==> config.mk <==
export PLATFORM = sky130hd
export DESIGN_NAME = phb_path_history
export DESIGN_NICKNAME = d
export VERILOG_FILES = /design/src/rtl/phb_pkg.sv /design/src/rtl/phb_squash_find.sv /design/src/rtl/phb_window.sv /design/src/rtl/phb_ctrl.sv /design/src/rtl/phb_path_history.sv
export SDC_FILE = /design/constraint.sdc
export NUM_CORES = 2
export LEC_CHECK = 0
export BUFFER_PORTS_ARGS = -buffer_cell sky130_fd_sc_hd__buf_2
export CAP_MARGIN = 15
export CORE_UTILIZATION = 47
export CTS_CLUSTER_DIAMETER = 150
export DETAILED_ROUTE_END_ITERATION = 16
export GPL_ROUTABILITY_DRIVEN = 0
export PLACE_DENSITY = 0.69
export SETUP_SLACK_MARGIN = 0.2
export SLEW_MARGIN = 20
export SYNTH_ARGS = -nofsm -noshare
export SYNTH_HDL_FRONTEND = slang
export SYNTH_SLANG_ARGS = --single-unit
==> constraint.sdc <==
create_clock -name clk -period 6.95 [get_ports clk]
set_clock_uncertainty 0.2 [all_clocks]
set_input_delay 0.3475 -clock clk [delete_from_list [all_inputs] [get_ports clk]]
set_output_delay 0.3475 -clock clk [all_outputs]
set_load 0.005 [all_outputs]
==> src/rtl/phb_pkg.sv <==
package phb_pkg;

  // Operation chosen for the current cycle, after priority resolution.
  typedef enum logic [2:0] {
    OP_IDLE     = 3'd0,
    OP_SQUASH   = 3'd1,
    OP_RETARGET = 3'd2,
    OP_COMMIT   = 3'd3,
    OP_RECORD   = 3'd4
  } phb_op_e;

  // Position of an entry relative to the oldest stored entry.
  function automatic logic [15:0] age_to_slot(input logic [15:0] head,
                                              input logic [15:0] age,
                                              input int unsigned depth);
    age_to_slot = (head + age) % depth[15:0];
  endfunction

endpackage

==> src/rtl/phb_squash_find.sv <==
// Parallel search for the oldest stored entry whose sequence number lies
// beyond the squash boundary.
module phb_squash_find #(
  parameter int D  = 16,
  parameter int SW = 10,
  localparam int PW = $clog2(D),
  localparam int CW = $clog2(D + 1)
) (
  input  logic [PW-1:0]   head,
  input  logic [CW-1:0]   occ,
  input  logic [D*SW-1:0] seq_flat,
  input  logic [SW-1:0]   cut_seq,
  output logic            found,
  output logic [CW-1:0]   cut_age
);

  logic [D-1:0] younger;

  // One comparator per age; age 0 is the oldest entry.
  for (genvar a = 0; a < D; a++) begin : g_cmp
    logic [PW-1:0] slot;
    logic [SW-1:0] slot_seq;
    assign slot     = head + PW'(a);
    assign slot_seq = seq_flat[slot*SW +: SW];
    assign younger[a] = (CW'(a) < occ) && (slot_seq > cut_seq);
  end

  // The lowest matching age wins.
  always_comb begin
    found   = 1'b0;
    cut_age = '0;
    for (int a = D - 1; a >= 0; a--) begin
      if (younger[a]) begin
        found   = 1'b1;
        cut_age = CW'(a);
      end
    end
  end

endmodule

==> src/rtl/phb_window.sv <==
// Youngest-first read window over the stored targets and branch addresses.
module phb_window #(
  parameter int D  = 16,
  parameter int P  = 4,
  parameter int AW = 16,
  localparam int PW = $clog2(D),
  localparam int CW = $clog2(D + 1)
) (
  input  logic [PW-1:0]   head,
  input  logic [CW-1:0]   occ,
  input  logic            skip,
  input  logic [D*AW-1:0] br_flat,
  input  logic [D*AW-1:0] tg_flat,
  output logic [P-1:0]    vld,
  output logic [P*AW-1:0] br_o,
  output logic [P*AW-1:0] tg_o
);

  for (genvar k = 0; k < P; k++) begin : g_slot
    logic [CW-1:0] need;
    logic [CW-1:0] age;
    logic [PW-1:0] slot;
    logic          here;
    assign need = CW'(k + 1) + CW'(skip);
    assign here = (occ >= need);
    assign age  = occ - need;
    assign slot = head + PW'(age);
    assign vld[k] = here;
    assign br_o[k*AW +: AW] = here ? br_flat[slot*AW +: AW] : '0;
    assign tg_o[k*AW +: AW] = here ? tg_flat[slot*AW +: AW] : '0;
  end

endmodule

==> src/rtl/phb_ctrl.sv <==
// Pointer, occupancy and head-index control with request priority.
module phb_ctrl
  import phb_pkg::*;
#(
  parameter int D = 16,
  parameter int P = 4,
  parameter int SW = 10,
  localparam int PW = $clog2(D),
  localparam int CW = $clog2(D + 1)
) (
  input  logic          clk,
  input  logic          rst_n,
  input  logic          rec_v,
  input  logic          sq_v,
  input  logic          cm_v,
  input  logic          rt_v,
  input  logic          cut_found,
  input  logic [CW-1:0] cut_age,
  input  logic [SW-1:0] head_seq,
  input  logic [SW-1:0] cm_seq,
  output logic [PW-1:0] head,
  output logic [CW-1:0] occ,
  output logic [CW-1:0] hidx,
  output logic          wr_en,
  output logic [PW-1:0] wr_slot,
  output logic          rt_en,
  output logic [PW-1:0] rt_slot
);

  localparam logic [CW-1:0] FULL  = CW'(D);
  localparam logic [CW-1:0] PLIM  = CW'(P);

  phb_op_e       op;
  logic [PW-1:0] head_n;
  logic [CW-1:0] occ_n;
  logic [CW-1:0] hidx_n;
  logic          st_en;

  always_comb begin
    if (sq_v)       op = OP_SQUASH;
    else if (rt_v)  op = OP_RETARGET;
    else if (cm_v)  op = OP_COMMIT;
    else if (rec_v) op = OP_RECORD;
    else            op = OP_IDLE;
  end

  always_comb begin
    head_n  = head;
    occ_n   = occ;
    hidx_n  = hidx;
    wr_en   = 1'b0;
    wr_slot = head + PW'(occ);
    rt_en   = 1'b0;
    rt_slot = head + PW'(occ - CW'(1));
    unique case (op)
      OP_SQUASH: begin
        if (cut_found) occ_n = cut_age;
      end
      OP_RETARGET: begin
        rt_en = (occ != '0);
      end
      OP_COMMIT: begin
        if ((hidx < occ) && (head_seq <= cm_seq)) begin
          if (hidx >= PLIM) begin
            head_n = head + PW'(1);
            occ_n  = occ - CW'(1);
          end else begin
            hidx_n = hidx + CW'(1);
          end
        end
      end
      OP_RECORD: begin
        wr_en = 1'b1;
        if (occ == FULL) begin
          head_n = head + PW'(1);
          if (hidx != '0) hidx_n = hidx - CW'(1);
        end else begin
          occ_n = occ + CW'(1);
        end
      end
      default: ;
    endcase
  end

  assign st_en = (op != OP_IDLE);

  always_ff @(posedge clk or negedge rst_n) begin
    if (!rst_n) begin
      head <= '0;
      occ  <= '0;
      hidx <= '0;
    end else if (st_en) begin
      head <= head_n;
      occ  <= occ_n;
      hidx <= hidx_n;
    end
  end

  AST_OCC_BOUND: assert property (@(posedge clk) disable iff (!rst_n)
    occ <= FULL);

  AST_APPEND_GROW: assert property (@(posedge clk) disable iff (!rst_n)
    (rec_v && !sq_v && !rt_v && !cm_v && occ != FULL)
      |=> (occ == $past(occ) + CW'(1)));

  AST_FULL_HOLD: assert property (@(posedge clk) disable iff (!rst_n)
    (rec_v && !sq_v && !rt_v && !cm_v && occ == FULL)
      |=> (occ == FULL));

  AST_SQUASH_NO_GROW: assert property (@(posedge clk) disable iff (!rst_n)
    sq_v |=> (occ <= $past(occ) && hidx == $past(hidx)));

  AST_COMMIT_EMPTY: assert property (@(posedge clk) disable iff (!rst_n)
    (cm_v && !sq_v && !rt_v && occ == '0)
      |=> (occ == '0 && $stable(hidx)));

  AST_RETARGET_KEEPS: assert property (@(posedge clk) disable iff (!rst_n)
    (rt_v && !sq_v) |=> ($stable(occ) && $stable(head) && $stable(hidx)));

endmodule

==> src/rtl/phb_path_history.sv <==
// Per-thread path history buffer: storage, squash search, window and control.
module phb_path_history #(
  parameter int AW = 16,
  parameter int SW = 10,
  parameter int D  = 16,
  parameter int P  = 4
) (
  input  logic                   clk,
  input  logic                   rst_n,
  input  logic                   rec_valid,
  input  logic [AW-1:0]          rec_br,
  input  logic [AW-1:0]          rec_tgt,
  input  logic [SW-1:0]          rec_seq,
  input  logic                   sq_valid,
  input  logic [SW-1:0]          sq_seq,
  input  logic                   cm_valid,
  input  logic [SW-1:0]          cm_seq,
  input  logic                   rt_valid,
  input  logic [AW-1:0]          rt_tgt,
  input  logic                   win_skip,
  output logic [P-1:0]           win_valid,
  output logic [P*AW-1:0]        win_br,
  output logic [P*AW-1:0]        win_tgt,
  output logic [$clog2(D+1)-1:0] occ_o,
  output logic [$clog2(D+1)-1:0] head_idx_o
);

  localparam int PW = $clog2(D);
  localparam int CW = $clog2(D + 1);

  logic [1:0]      rst_pipe;
  logic            rst_i;
  logic [PW-1:0]   head;
  logic [CW-1:0]   occ;
  logic [CW-1:0]   hidx;
  logic            wr_en;
  logic [PW-1:0]   wr_slot;
  logic            rt_en;
  logic [PW-1:0]   rt_slot;
  logic            cut_found;
  logic [CW-1:0]   cut_age;
  logic [SW-1:0]   head_seq;
  logic [PW-1:0]   head_slot;
  logic [D*AW-1:0] br_flat;
  logic [D*AW-1:0] tg_flat;
  logic [D*SW-1:0] seq_flat;

  // Reset asserts at once and leaves on a clock edge.
  always_ff @(posedge clk or negedge rst_n) begin
    if (!rst_n) rst_pipe <= 2'b00;
    else        rst_pipe <= {rst_pipe[0], 1'b1};
  end
  assign rst_i = rst_pipe[1];

  // Entry storage: one register set per slot, written only when addressed.
  for (genvar e = 0; e < D; e++) begin : g_ent
    logic [AW-1:0] br_q;
    logic [AW-1:0] tg_q;
    logic [SW-1:0] sq_q;
    logic          rec_hit;
    logic          rt_hit;
    assign rec_hit = wr_en && (wr_slot == PW'(e));
    assign rt_hit  = rt_en && (rt_slot == PW'(e));
    always_ff @(posedge clk) begin
      if (rec_hit) begin
        br_q <= rec_br;
        tg_q <= rec_tgt;
        sq_q <= rec_seq;
      end else if (rt_hit) begin
        tg_q <= rt_tgt;
      end
    end
    assign br_flat[e*AW +: AW]  = br_q;
    assign tg_flat[e*AW +: AW]  = tg_q;
    assign seq_flat[e*SW +: SW] = sq_q;
  end

  assign head_slot = head + PW'(hidx);
  assign head_seq  = seq_flat[head_slot*SW +: SW];

  phb_squash_find #(.D(D), .SW(SW)) u_find (
    .head     (head),
    .occ      (occ),
    .seq_flat (seq_flat),
    .cut_seq  (sq_seq),
    .found    (cut_found),
    .cut_age  (cut_age)
  );

  phb_ctrl #(.D(D), .P(P), .SW(SW)) u_ctrl (
    .clk       (clk),
    .rst_n     (rst_i),
    .rec_v     (rec_valid),
    .sq_v      (sq_valid),
    .cm_v      (cm_valid),
    .rt_v      (rt_valid),
    .cut_found (cut_found),
    .cut_age   (cut_age),
    .head_seq  (head_seq),
    .cm_seq    (cm_seq),
    .head      (head),
    .occ       (occ),
    .hidx      (hidx),
    .wr_en     (wr_en),
    .wr_slot   (wr_slot),
    .rt_en     (rt_en),
    .rt_slot   (rt_slot)
  );

  phb_window #(.D(D), .P(P), .AW(AW)) u_win (
    .head    (head),
    .occ     (occ),
    .skip    (win_skip),
    .br_flat (br_flat),
    .tg_flat (tg_flat),
    .vld     (win_valid),
    .br_o    (win_br),
    .tg_o    (win_tgt)
  );

  assign occ_o      = occ;
  assign head_idx_o = hidx;

  AST_WIN_YOUNGEST_VALID: assert property (@(posedge clk) disable iff (!rst_i)
    (occ > CW'(win_skip)) |-> win_valid[0]);

  AST_CUT_INSIDE: assert property (@(posedge clk) disable iff (!rst_i)
    (sq_valid && cut_found) |=> (occ_o < $past(occ_o)));

endmodule

==> metrics list <==
* Result of the run: completed
- Effective utilization at floorplan: 47.6%
- After global routing the overflow that remains totals 0.
* Detailed-route vias per instance: 7.04
* Via Count: 38300
* Critical-path cell list: buf_4 -> inv_1 -> fa_1 -> inv_1 -> ha_1 -> a21o_1 -> a21oi_1 -> xnor2_2 -> buf_4 -> nor2_1 -> a211oi_1 -> buf_2
* Startpoint Class: register
- Max-cap violations in this run came to 0.
- The worst hold path belongs to the class primary input to register.
- On the worst path, the slowest cell contributes a delay of 950 ps.
- Counting every net in the synthesized netlist gives 3982.
* Category of the critical setup timing path: register to primary output
* PortBufs: 226
- The first global-routing pass estimated 259 mm of wire.
- Global routing used 30.6% of the available tracks across all layers.
- #FFs+latches synth: 688
- The number of hold violations in the final report was 0.
- The floorplan step set the die width to 340 um.
- For this design, the sink count on the clock tree is 688.
* Worst endpoint data arrival time: 5650 ps
* Worst-path fanout max: 17
- Post-route fraction of the period consumed by the critical path: 89.2%
- TritonCTS built the clock tree.
- Required time reported for the critical path endpoint: 6400 ps
* Slowest-stage cell, CP: sky130_fd_sc_hd__a211oi_1
* Master cell of the clock root buffer: sky130_fd_sc_hd__clkbuf_16
- Gate count of the mapped netlist: 3669
* Core outline area: 113000 um2
- Number of buffers created by CTS: 82
- Number of antenna violations at the first check in global routing: 7
* Time the worst path needs with I/O delays and setup: 6200 ps
- Total number of nets in the final design: 4180
* Buffering stage count on the worst path with inverters included: 5
- Entering global routing, the biggest net connects 118 pins.
- Clock latency on the worst-skew pair: 650 ps
- Summed over all failing endpoints, the final setup total negative slack is 0 ps.
* Count of nets left with antenna violations after detail routing: 0
- Share of flip-flops with an asynchronous set or reset after synthesis: 2.33%
- Leading cell type in the layout, fill and taps excluded: sky130_fd_sc_hd__mux4_2
- Final wirelength: 178 mm
* Critical path's top delay family: buffers and inverters
- The H-tree was split into 3 levels.
- Iteration-0 DRC count of the detailed router: 5036
- After filler insertion, the fill cell instance count of the layout stands at 9231.
- IO Pins: 227
- Drt first pass iters: 6
- Cells with a size suffix above 1 make up 41.0% of the layout.
- The cell area that synthesis handed to floorplanning was 53700 um2.
- STA classifies the critical path endpoint as a primary output.
* Fmax: 161 MHz
- The most used flip-flop cell after synthesis is sky130_fd_sc_hd__edfxtp_1.
- Synthesis instantiated 83 different standard cells from the library.
- Die footprint: 116000 um2
- Average instance area after synthesis: 14.6 um2
- Detail-routed net length per standard cell: 32.8 um
- Setup violations remaining at the end of the flow were counted as 0.
* Vertical die dimension: 340 um
- Headroom to the max-slew limit: 21.9%
- The HPWL after detailed placement is 117 mm.
- The count of final max-slew check failures was 0.
* RSZ-0062 raised after global routing: false
* Highest-count cells in the layout ignoring fill and taps: sky130_fd_sc_hd__mux4_2, sky130_fd_sc_hd__edfxtp_1, sky130_fd_sc_hd__mux2_2, sky130_fd_sc_hd__mux2i_1, sky130_fd_sc_hd__nand2_1
- The Yosys step of the flow raised 0 warnings.
- Seq/Total Area, Yosys: 38.3%
* Clock transition at the registers of the reported paths: 60 ps
* Area growth from synthesis to layout: 12.3%
* Bufs on Longest Clock Path: 3
* Count of standard-cell rows: 123
- The number of global-route vias before repair is 38400.
- Yosys mapped a number of flops with a built-in enable equal to 672.
- Worst Tran Pin Value: 1170 ps
- In the routed design, unresolved DRC markers number 0.
## per-stage QoR
step | utilization, % | worst slack (ps) | cells | hold slack (ps) | instance area [um2]
after floorplan | - | 752 | 3669 | -148 | 53700
after global placement | 50.4 | 1410 | 5204 | -65.1 | 56900
after detailed placement | 50.4 | 1320 | 5206 | -67.0 | 57000
after CTS | 53.4 | 832 | 5429 | 1.46 | 60300
after global routing | 53.4 | 713 | 5432 | 51.0 | 60300
final | 53.4 | 751 | 5436 | 44.5 | 60400
## layout make-up
cell class | count | area (um2) | area share, %
multi-input cells | 2583 | 31900 | 52.8
well taps | 1500 | 1880 | 3.11
flip-flops and latches | 688 | 20600 | 34.1
inverters | 87 | 328 | 0.543
diodes | 6 | 15.0 | 0.0249
clock buffers | 106 | 2190 | 3.64
repair buffers | 425 | 3080 | 5.10
clock inverters | 41 | 379 | 0.628
## flip-flops by register name, indices dropped and copies added, names as in the netlist
register / flops
g_ent.tg_q: 256
u_ctrl.hidx: 5
rst_pipe: 2
u_ctrl.head: 4
g_ent.sq_q: 160
u_ctrl.occ: 5
g_ent.br_q: 256
## repair_timing
item,4_1_cts,5_1_grt
endpoints found under the hold margin,550,0
hold buffers,76,0
buffers inserted,0,0
resized for setup,0,0
## path summary, 6_finish.rpt
kind | startpoint | slack, ps | depth (start not counted) | end
hold reg to reg | rst_pipe[1] | 120 | 0 | u_ctrl.head[0]
max in group asynchronous | rst_pipe[1] | 5860 | 0 | u_ctrl.head[1]
min in group asynchronous | rst_pipe[1] | 120 | 0 | u_ctrl.head[0]
setup reg to reg | u_ctrl.head[1] | 1240 | 15 | u_ctrl.occ[4]
hold / removal | rt_tgt[2] | 40 | 3 | g_ent[13].tg_q[2]
setup / recovery | u_ctrl.occ[1] | 750 | 12 | win_br[47]
## cells in the mapped netlist (15+ instances only)
| cell | instances | area share [%] |
|---|---|---|
| sky130_fd_sc_hd__mux2_2 | 375 | 7.9 |
| sky130_fd_sc_hd__xnor2_1 | 26 | 0.42 |
| sky130_fd_sc_hd__o22ai_1 | 15 | 0.17 |
| sky130_fd_sc_hd__nand3_1 | 38 | 0.35 |
| sky130_fd_sc_hd__a21oi_1 | 80 | 0.75 |
| sky130_fd_sc_hd__mux2i_1 | 247 | 4.6 |
| sky130_fd_sc_hd__ha_1 | 216 | 5.0 |
| sky130_fd_sc_hd__dfrtp_1 | 16 | 0.75 |
| sky130_fd_sc_hd__buf_2 | 73 | 0.68 |
| sky130_fd_sc_hd__o21ai_0 | 27 | 0.25 |
| sky130_fd_sc_hd__buf_1 | 34 | 0.24 |
| sky130_fd_sc_hd__nand4_1 | 17 | 0.20 |
| sky130_fd_sc_hd__edfxtp_1 | 672 | 38 |
| sky130_fd_sc_hd__nor2_1 | 159 | 1.1 |
| sky130_fd_sc_hd__clkbuf_1 | 192 | 1.3 |
| sky130_fd_sc_hd__nor3_1 | 16 | 0.15 |
| sky130_fd_sc_hd__a211oi_1 | 147 | 2.1 |
| sky130_fd_sc_hd__mux2_1 | 77 | 1.6 |
| sky130_fd_sc_hd__a21o_1 | 29 | 0.41 |
| sky130_fd_sc_hd__mux4_2 | 690 | 29 |
| sky130_fd_sc_hd__inv_1 | 81 | 0.57 |
| sky130_fd_sc_hd__nand2_1 | 237 | 1.7 |
| sky130_fd_sc_hd__nor2b_1 | 20 | 0.23 |
## routing by layer
metal	up-vias	routed length [um]	track usage, %
met5	-	26	0
met4	4	7840	13.0
met3	465	21600	6.96
met2	2552	84100	48.7
met1	19600	64500	40.5
li1	15600	-	-
## kinds of logic (layout without fill, tap and decap cells)
group | after synthesis | count (layout) | synth area share [%]
buffers and inverters | 398 | 659 | 3.04
DFF | 688 | 688 | 38.3
muxes | 1389 | 1389 | 43.0
AOI/OAI and AO/OA | 377 | 377 | 4.88
and+or+nand+nor | 546 | 546 | 4.52
xor gates and xnor gates | 42 | 42 | 0.762
other | 1 | 7 | 0.00698
adders and majority gates | 228 | 228 | 5.48
## worst min-delay path, cell delays in order
cell	delay [ps]
sky130_fd_sc_hd__buf_2	210
sky130_fd_sc_hd__nand2_1	100
sky130_fd_sc_hd__nand2_1	50
Power is left out: the tool's default activity adds up to more than one toggle a clock period on the data nets, which glitch-free logic cannot reach.
